==> config.mk <==
export PLATFORM = sky130hd
export DESIGN_NAME = dual_reload_timer
export DESIGN_NICKNAME = d
export VERILOG_FILES = /design/src/rtl/tmr_pkg.sv /design/src/rtl/tmr_channel.sv /design/src/rtl/tmr_regs.sv /design/src/rtl/tmr_cause.sv /design/src/rtl/dual_reload_timer.sv
export SDC_FILE = /design/constraint.sdc
export NUM_CORES = 1
export LEC_CHECK = 0
export CAP_MARGIN = 10
export CELL_PAD_IN_SITES_DETAIL_PLACEMENT = 1
export CELL_PAD_IN_SITES_GLOBAL_PLACEMENT = 1
export CORE_MARGIN = 2
export CORE_UTILIZATION = 40
export CTS_BUF_LIST = sky130_fd_sc_hd__clkbuf_4
export DETAILED_ROUTE_END_ITERATION = 10
export PLACE_DENSITY_LB_ADDON = 0.15
export SLEW_MARGIN = 25
export SYNTH_ARGS = -nofsm -noshare
export SYNTH_HDL_FRONTEND = slang
export SYNTH_SLANG_ARGS = --single-unit
==> constraint.sdc <==
create_clock -name clk -period 2.7 [get_ports clk]
set_input_delay 0.54 -clock clk [delete_from_list [all_inputs] [get_ports clk]]
set_output_delay 0.54 -clock clk [all_outputs]
set_load 0.1 [all_outputs]
==> src/rtl/tmr_pkg.sv <==
package tmr_pkg;

    typedef enum logic [1:0] {
        CH_OFF   = 2'd0,
        CH_RUN   = 2'd1,
        CH_SPENT = 2'd2
    } ch_state_t;

    localparam int unsigned OFS_CTRL     = 'h00;
    localparam int unsigned OFS_RLD_BASE = 'h10;
    localparam int unsigned OFS_CNT_BASE = 'h14;
    localparam int unsigned OFS_STRIDE   = 8;

    function automatic int unsigned rld_ofs(input int unsigned idx);
        return OFS_RLD_BASE + OFS_STRIDE * idx;
    endfunction

    function automatic int unsigned cnt_ofs(input int unsigned idx);
        return OFS_CNT_BASE + OFS_STRIDE * idx;
    endfunction

    // cause follows the last per-timer pair, mask follows cause
    function automatic int unsigned cause_ofs(input int unsigned ntmr);
        return OFS_RLD_BASE + OFS_STRIDE * ntmr;
    endfunction

    function automatic int unsigned mask_ofs(input int unsigned ntmr);
        return cause_ofs(ntmr) + 4;
    endfunction

endpackage

==> src/rtl/tmr_channel.sv <==
module tmr_channel
    import tmr_pkg::*;
#(
    parameter int W = 32
) (
    input  logic         clk,
    input  logic         rst_n,
    input  logic         en,
    input  logic         rld_en,
    input  logic [W-1:0] reload_val,
    input  logic         cnt_wr,
    input  logic [W-1:0] cnt_wdata,
    output logic [W-1:0] cnt,
    output logic         expire
);

    localparam logic [W-1:0] ONE = W'(1);

    ch_state_t    state_q, state_d;
    logic [W-1:0] cnt_q, cnt_d;
    logic         step;

    // state register
    always_ff @(posedge clk) begin
        if (!rst_n) begin
            state_q <= CH_OFF;
        end else begin
            state_q <= state_d;
        end
    end

    // transitions
    always_comb begin
        state_d = state_q;
        unique case (state_q)
            CH_OFF: begin
                if (en) state_d = CH_RUN;
            end
            CH_RUN: begin
                if (!en)
                    state_d = CH_OFF;
                else if (!cnt_wr && !rld_en && (cnt_q <= ONE))
                    state_d = CH_SPENT;
            end
            CH_SPENT: begin
                if (!en)
                    state_d = CH_OFF;
                else if (cnt_wr || rld_en)
                    state_d = CH_RUN;
            end
            default: state_d = CH_OFF;
        endcase
    end

    // outputs: next count and expiry strobe
    always_comb begin
        step   = en && ((state_q != CH_SPENT) || rld_en);
        cnt_d  = cnt_q;
        expire = 1'b0;
        if (cnt_wr) begin
            cnt_d = cnt_wdata;
        end else if (step) begin
            if (cnt_q == '0) begin
                if (rld_en) cnt_d = reload_val;
            end else begin
                cnt_d  = cnt_q - ONE;
                expire = (cnt_q == ONE);
            end
        end
    end

    always_ff @(posedge clk) begin
        if (!rst_n) begin
            cnt_q <= '0;
        end else begin
            cnt_q <= cnt_d;
        end
    end

    assign cnt = cnt_q;

endmodule

==> src/rtl/tmr_regs.sv <==
module tmr_regs
    import tmr_pkg::*;
#(
    parameter int W   = 32,
    parameter int NUM = 2,
    parameter int AW  = 6
) (
    input  logic                    clk,
    input  logic                    rst_n,
    input  logic [AW-1:0]           addr,
    input  logic                    wr_en,
    input  logic [W-1:0]            wdata,
    input  logic [NUM-1:0][W-1:0]   cnt,
    input  logic [NUM-1:0]          cause,
    output logic [NUM-1:0]          en,
    output logic [NUM-1:0]          rld_en,
    output logic [NUM-1:0][W-1:0]   reload,
    output logic [NUM-1:0]          cnt_wr,
    output logic [NUM-1:0]          mask,
    output logic                    cause_wr,
    output logic [W-1:0]            rdata
);

    localparam int CW = 2 * NUM;
    localparam logic [AW-1:0] A_CTRL  = AW'(OFS_CTRL);
    localparam logic [AW-1:0] A_CAUSE = AW'(cause_ofs(NUM));
    localparam logic [AW-1:0] A_MASK  = AW'(mask_ofs(NUM));

    logic [CW-1:0]          ctrl_q;
    logic [NUM-1:0]         mask_q;
    logic [NUM-1:0][W-1:0]  reload_q;

    always_ff @(posedge clk) begin
        if (!rst_n) begin
            ctrl_q <= '0;
            mask_q <= '0;
        end else if (wr_en) begin
            if (addr == A_CTRL) ctrl_q <= wdata[CW-1:0];
            if (addr == A_MASK) mask_q <= wdata[NUM-1:0];
        end
    end

    assign cause_wr = wr_en && (addr == A_CAUSE);
    assign mask     = mask_q;

    for (genvar i = 0; i < NUM; i++) begin : g_tmr
        localparam logic [AW-1:0] A_RLD = AW'(rld_ofs(i));
        localparam logic [AW-1:0] A_CNT = AW'(cnt_ofs(i));

        always_ff @(posedge clk) begin
            if (!rst_n) begin
                reload_q[i] <= '0;
            end else if (wr_en && (addr == A_RLD)) begin
                reload_q[i] <= wdata;
            end
        end

        assign en[i]     = ctrl_q[2*i];
        assign rld_en[i] = ctrl_q[2*i+1];
        assign cnt_wr[i] = wr_en && (addr == A_CNT);
        assign reload[i] = reload_q[i];
    end

    always_comb begin
        rdata = '0;
        if (addr == A_CTRL)  rdata = W'(ctrl_q);
        if (addr == A_CAUSE) rdata = W'(cause);
        if (addr == A_MASK)  rdata = W'(mask_q);
        for (int i = 0; i < NUM; i++) begin
            if (addr == AW'(rld_ofs(i))) rdata = reload_q[i];
            if (addr == AW'(cnt_ofs(i))) rdata = cnt[i];
        end
    end

endmodule

==> src/rtl/tmr_cause.sv <==
module tmr_cause #(
    parameter int NUM = 2
) (
    input  logic           clk,
    input  logic           rst_n,
    input  logic           clr_wr,
    input  logic [NUM-1:0] clr_data,
    input  logic [NUM-1:0] expire,
    input  logic [NUM-1:0] mask,
    output logic [NUM-1:0] cause,
    output logic           irq
);

    logic [NUM-1:0] cause_q, keep;

    // a 0 written clears the bit, a 1 leaves it; expiry always sets
    assign keep = clr_wr ? clr_data : '1;

    always_ff @(posedge clk) begin
        if (!rst_n) begin
            cause_q <= '0;
        end else begin
            cause_q <= (cause_q & keep) | expire;
        end
    end

    assign cause = cause_q;
    assign irq   = |(cause_q & mask);

endmodule

==> src/rtl/dual_reload_timer.sv <==
module dual_reload_timer #(
    parameter int W   = 32,
    parameter int NUM = 2,
    parameter int AW  = 6
) (
    input  logic          clk,
    input  logic          rst_n,
    input  logic [AW-1:0] bus_addr,
    input  logic          bus_wr,
    input  logic [W-1:0]  bus_wdata,
    output logic [W-1:0]  bus_rdata,
    output logic          irq
);

    logic [NUM-1:0]         tmr_en, tmr_rld, tmr_cnt_wr, tmr_expire;
    logic [NUM-1:0][W-1:0]  tmr_reload, tmr_cnt;
    logic [NUM-1:0]         cause_q, mask_q;
    logic                   cause_wr;

    tmr_regs #(.W(W), .NUM(NUM), .AW(AW)) u_regs (
        .clk      (clk),
        .rst_n    (rst_n),
        .addr     (bus_addr),
        .wr_en    (bus_wr),
        .wdata    (bus_wdata),
        .cnt      (tmr_cnt),
        .cause    (cause_q),
        .en       (tmr_en),
        .rld_en   (tmr_rld),
        .reload   (tmr_reload),
        .cnt_wr   (tmr_cnt_wr),
        .mask     (mask_q),
        .cause_wr (cause_wr),
        .rdata    (bus_rdata)
    );

    for (genvar i = 0; i < NUM; i++) begin : g_ch
        tmr_channel #(.W(W)) u_ch (
            .clk        (clk),
            .rst_n      (rst_n),
            .en         (tmr_en[i]),
            .rld_en     (tmr_rld[i]),
            .reload_val (tmr_reload[i]),
            .cnt_wr     (tmr_cnt_wr[i]),
            .cnt_wdata  (bus_wdata),
            .cnt        (tmr_cnt[i]),
            .expire     (tmr_expire[i])
        );
    end

    tmr_cause #(.NUM(NUM)) u_cause (
        .clk      (clk),
        .rst_n    (rst_n),
        .clr_wr   (cause_wr),
        .clr_data (bus_wdata[NUM-1:0]),
        .expire   (tmr_expire),
        .mask     (mask_q),
        .cause    (cause_q),
        .irq      (irq)
    );

endmodule

==> results.md <==
* Sequential share of the synthesized area at 33.0%
* Hold Path Stages at 2
* CP most frequent cell: buf_12
* Clock-pin slew on the worst setup and hold paths at 0.15 ns
* H-Tree Depth at 4
* Number of CTS-inserted buffers at 17
* Filler cell count at 2434
* Vias/cell at 6.29
* Die ar. at 0.0224 mm²
* PD cells at 394 mW/mm²
* Dpl hpwl at 26600 µm
* Layout Nets at 1311
* Vias at 9764
* Placement Rows at 53
* Arrival @ worst endpoint at 2.13 ns
* DR WL/cell at 24.4 µm
* Clk root buf: clkbuf_4
* Post-synth ARST share at 0%
* Hold buffers post-CTS at 0
* Clock Skew at 0.0315 ns
* Die Y at 150 µm
* Unique cell type count in the Yosys netlist at 74
* Post-synth EDFFs at 0
* Post-DRT Antenna Nets at 0
* First-pass GRT wire length at 58400 µm
* CP max stage cell: nor4b_4
* Initial Utilization at 40.6%
* Worst-Margin Slew at 0.642 ns
* WL final at 37800 µm
* Hold Path Class: reg -> reg
* Syn_area_per_cell at 7.69 µm²
* Placed cell area at 0.0113 mm²
* FF-to-FF path depth at 7
* Most common library cell in the layout ignoring fill and taps: nand2_1
* CTS tree: built
* Core Footprint at 0.0209 mm²
* FF/Latch Area at 0.00280 mm²
* Total power at 4.69 mW
* Hold violation total from the final report at 0
* Total track usage at 33.9%
* Critical path class: in -> out
* Worst vdd ir at 0.250 mV
* Placer congestion estimate at 0.955
* RSZ-0062 raised after global routing: false
* Highest achievable clock rate at 0.375 GHz
* FF-to-FF setup slack at 0.05 ns
* Delay-heaviest family, CP: buffers and inverters
* Area delta synth->final at 40.6%
* Post-route cell area at 0.0119 mm²
* # IOs at 74
* Hold wc startpoint: u_regs.reload[24]$_SDFFE_PN0P_
* Warnings, synthesis at 0
* Maximum root-to-sink buffer count at 2
* Static Leak at 4.41 nW
* Largest net degree at the start of global routing at 93
* Reg-to-reg endpoint: g_ch[1].u_ch.cnt[28]$_SDFFE_PN0P_
* Status: complete, no violations
* Crit path required time at 2.16 ns
* Die W at 150 µm
* Clk sinks at 140
* Max cap viols at 0
* Min-Delay Endpoint: u_regs.reload[24]$_SDFFE_PN0P_
* Synth Flop Type: dfxtp_1
* Max FO, Critical Path at 6
* Drt pass-1 iters at 6
* Fin. max-slew vios at 0
* Relative slew slack at 57.0%
* Layout cells sized above 1 at 23.7%
* Synthesized flop and latch total at 140
* Most frequent cells in the layout: nand2_1, dfxtp_1, buf_4
* Post-synthesis cell count at 1104
* Initial antenna violation count at 1
* WP buf/inv at 6
* Clock latency at the later pin of the worst-skew pair at 0.58 ns
* Post-Syn Nets at 1151
* GRT Residual Overflow at 0
* DRC Markers at 0
* Final Setup Violations at 0
* Part of the cycle the worst path needs at 98.7%
* Vias in the first global route at 9961
* Min Tclk post-route at 2.67 ns
* Initial DRC Count at 795
* Multi-input gate area at 0.00582 mm²
* CP Cell Sequence: clkdlybuf4s15_1 > buf_6 > nor4b_4 > buf_4 > nand2b_4 > buf_12 > clkbuf_16 > o22ai_4 > buf_12
* CP max stage delay at 0.21 ns
* CP Capture Type: output port
* RR Startpoint: g_ch[1].u_ch.cnt[23]$_SDFFE_PN0P_
* PortBufs at 73
* Syn Std Cell Area at 0.00849 mm²
* Setup crit start kind: input port
==> worst max path at each step <==
stage / startpoint / end / slack [ns] / depth (start not counted)
after floorplan: bus_addr[5] / bus_rdata[10] / 0.004 / 5
after global placement: bus_addr[5] / g_ch[0].u_ch.cnt[12]$_SDFFE_PN0P_ / -0.24 / 8
after detailed placement: bus_addr[5] / bus_rdata[1] / -0.29 / 8
after CTS: bus_addr[1] / bus_rdata[22] / 0.002 / 9
after global routing: g_ch[1].u_ch.cnt[23]$_SDFFE_PN0P_ / g_ch[1].u_ch.cnt[28]$_SDFFE_PN0P_ / 0.004 / 7
final: bus_addr[1] / bus_rdata[24] / 0.03 / 9
==> per-stage QoR <==
| stage | util (%) | worst slack, ns | hold slack (ns) | cells | setup TNS (ns) |
|---|---|---|---|---|---|
| after global routing | 57.1 | 0.00407 | 0.505 | 1552 | 0 |
| after CTS | 56.8 | 0.00212 | 0.486 | 1549 | 0 |
| final | 57.1 | 0.0338 | 0.483 | 1552 | 0 |
| after detailed placement | 54.1 | -0.290 | 0.466 | 1510 | -12.27 |
| after floorplan | - | 0.00399 | 0.443 | 1104 | 0 |
| after global placement | 54.1 | -0.237 | 0.456 | 1510 | -10.14 |
==> logic make-up (layout without fill, tap and decap cells) <==
| logic type | Yosys count | count (layout) | synth area share, % |
|---|---|---|---|
| simple gates | 439 | 439 | 25.7 |
| compound gates | 321 | 321 | 24.7 |
| flops | 140 | 140 | 33.0 |
| buf+inv | 102 | 274 | 4.87 |
| mux | 65 | 65 | 7.67 |
| xor+xnor | 31 | 31 | 3.20 |
| fa+ha+maj | 6 | 6 | 0.885 |
| other cells | 0 | 1 | 0 |
==> cell type report <==
cell class                 instances  share of cell area (%)
multi-input combinational        862                    48.8
antenna                            1                  0.0210
clock inverter                    12                    1.85
timing repair buffer             232                    21.4
tap                              275                    2.88
clock buffer                      19                    1.20
inverter                          11                   0.357
sequential                       140                    23.5
==> Yosys cell counts, drive strengths merged (6+ instances only) <==
cell type / instances / area (µm²)
inv: 10 / 37.5
o221ai: 10 / 87.6
nor3: 32 / 165
a211oi: 7 / 57.6
nor2: 68 / 258
and3: 9 / 56.3
buf: 16 / 88.8
nand3: 32 / 160
a22o: 10 / 87.6
o31ai: 6 / 45.0
xnor2: 11 / 96.3
dfxtp: 140 / 2800
o22ai: 39 / 244
or4: 13 / 109
ha: 6 / 75.1
o21ai: 41 / 205
or3: 17 / 111
nand4: 13 / 81.3
nand2: 187 / 702
nor4: 28 / 224
clkbuf: 75 / 283
a22oi: 27 / 203
a21oi: 101 / 505
mux2i: 65 / 651
a31oi: 18 / 113
o32ai: 12 / 105
nand2b: 8 / 50.1
xor2: 20 / 175
==> report_power, final <==
group	switching [mW]	internal (mW)
sequential	0.0117	2.08
combinational	0.497	0.333
clock	0.843	0.934
==> routing by layer <==
metal	vias to the layer above	GRT usage [%]	part of all wire (%)
met1	4904	46.0	43
li1	4422	-	-
met3	67	5.52	6.7
met2	371	55.9	47
met4	0	9.43	2.5
met5	-	0	0
==> registers in the layout, summed over array words and instances (netlist names) <==
| register | cells |
|---|---|
| u_regs.reload | 64 |
| u_regs.ctrl_q | 4 |
| g_ch.u_ch.cnt | 64 |
| u_regs.mask | 2 |
| u_cause.cause | 2 |
| g_ch.u_ch.state_q | 4 |
==> repair_timing <==
| item | 4_1_cts | 5_1_grt |
|---|---|---|
| pin swaps | 9 | 7 |
| gates resized for setup | 26 | 16 |
| gates cloned | 3 | 1 |
| setup endpoints to repair | 38 | 46 |
| setup buffers | 5 | 1 |
==> worst reg2reg max path, delay by kind of cell (launching register included) <==
kind,cells,cell delay [ns]
and+or+nand+nor,5,1.64
buffers and inverters,1,0.20
AOI/OAI and AO/OA,1,0.30
DFF,1,0.40
No activity file was read; power rests on OpenSTA's default activity.
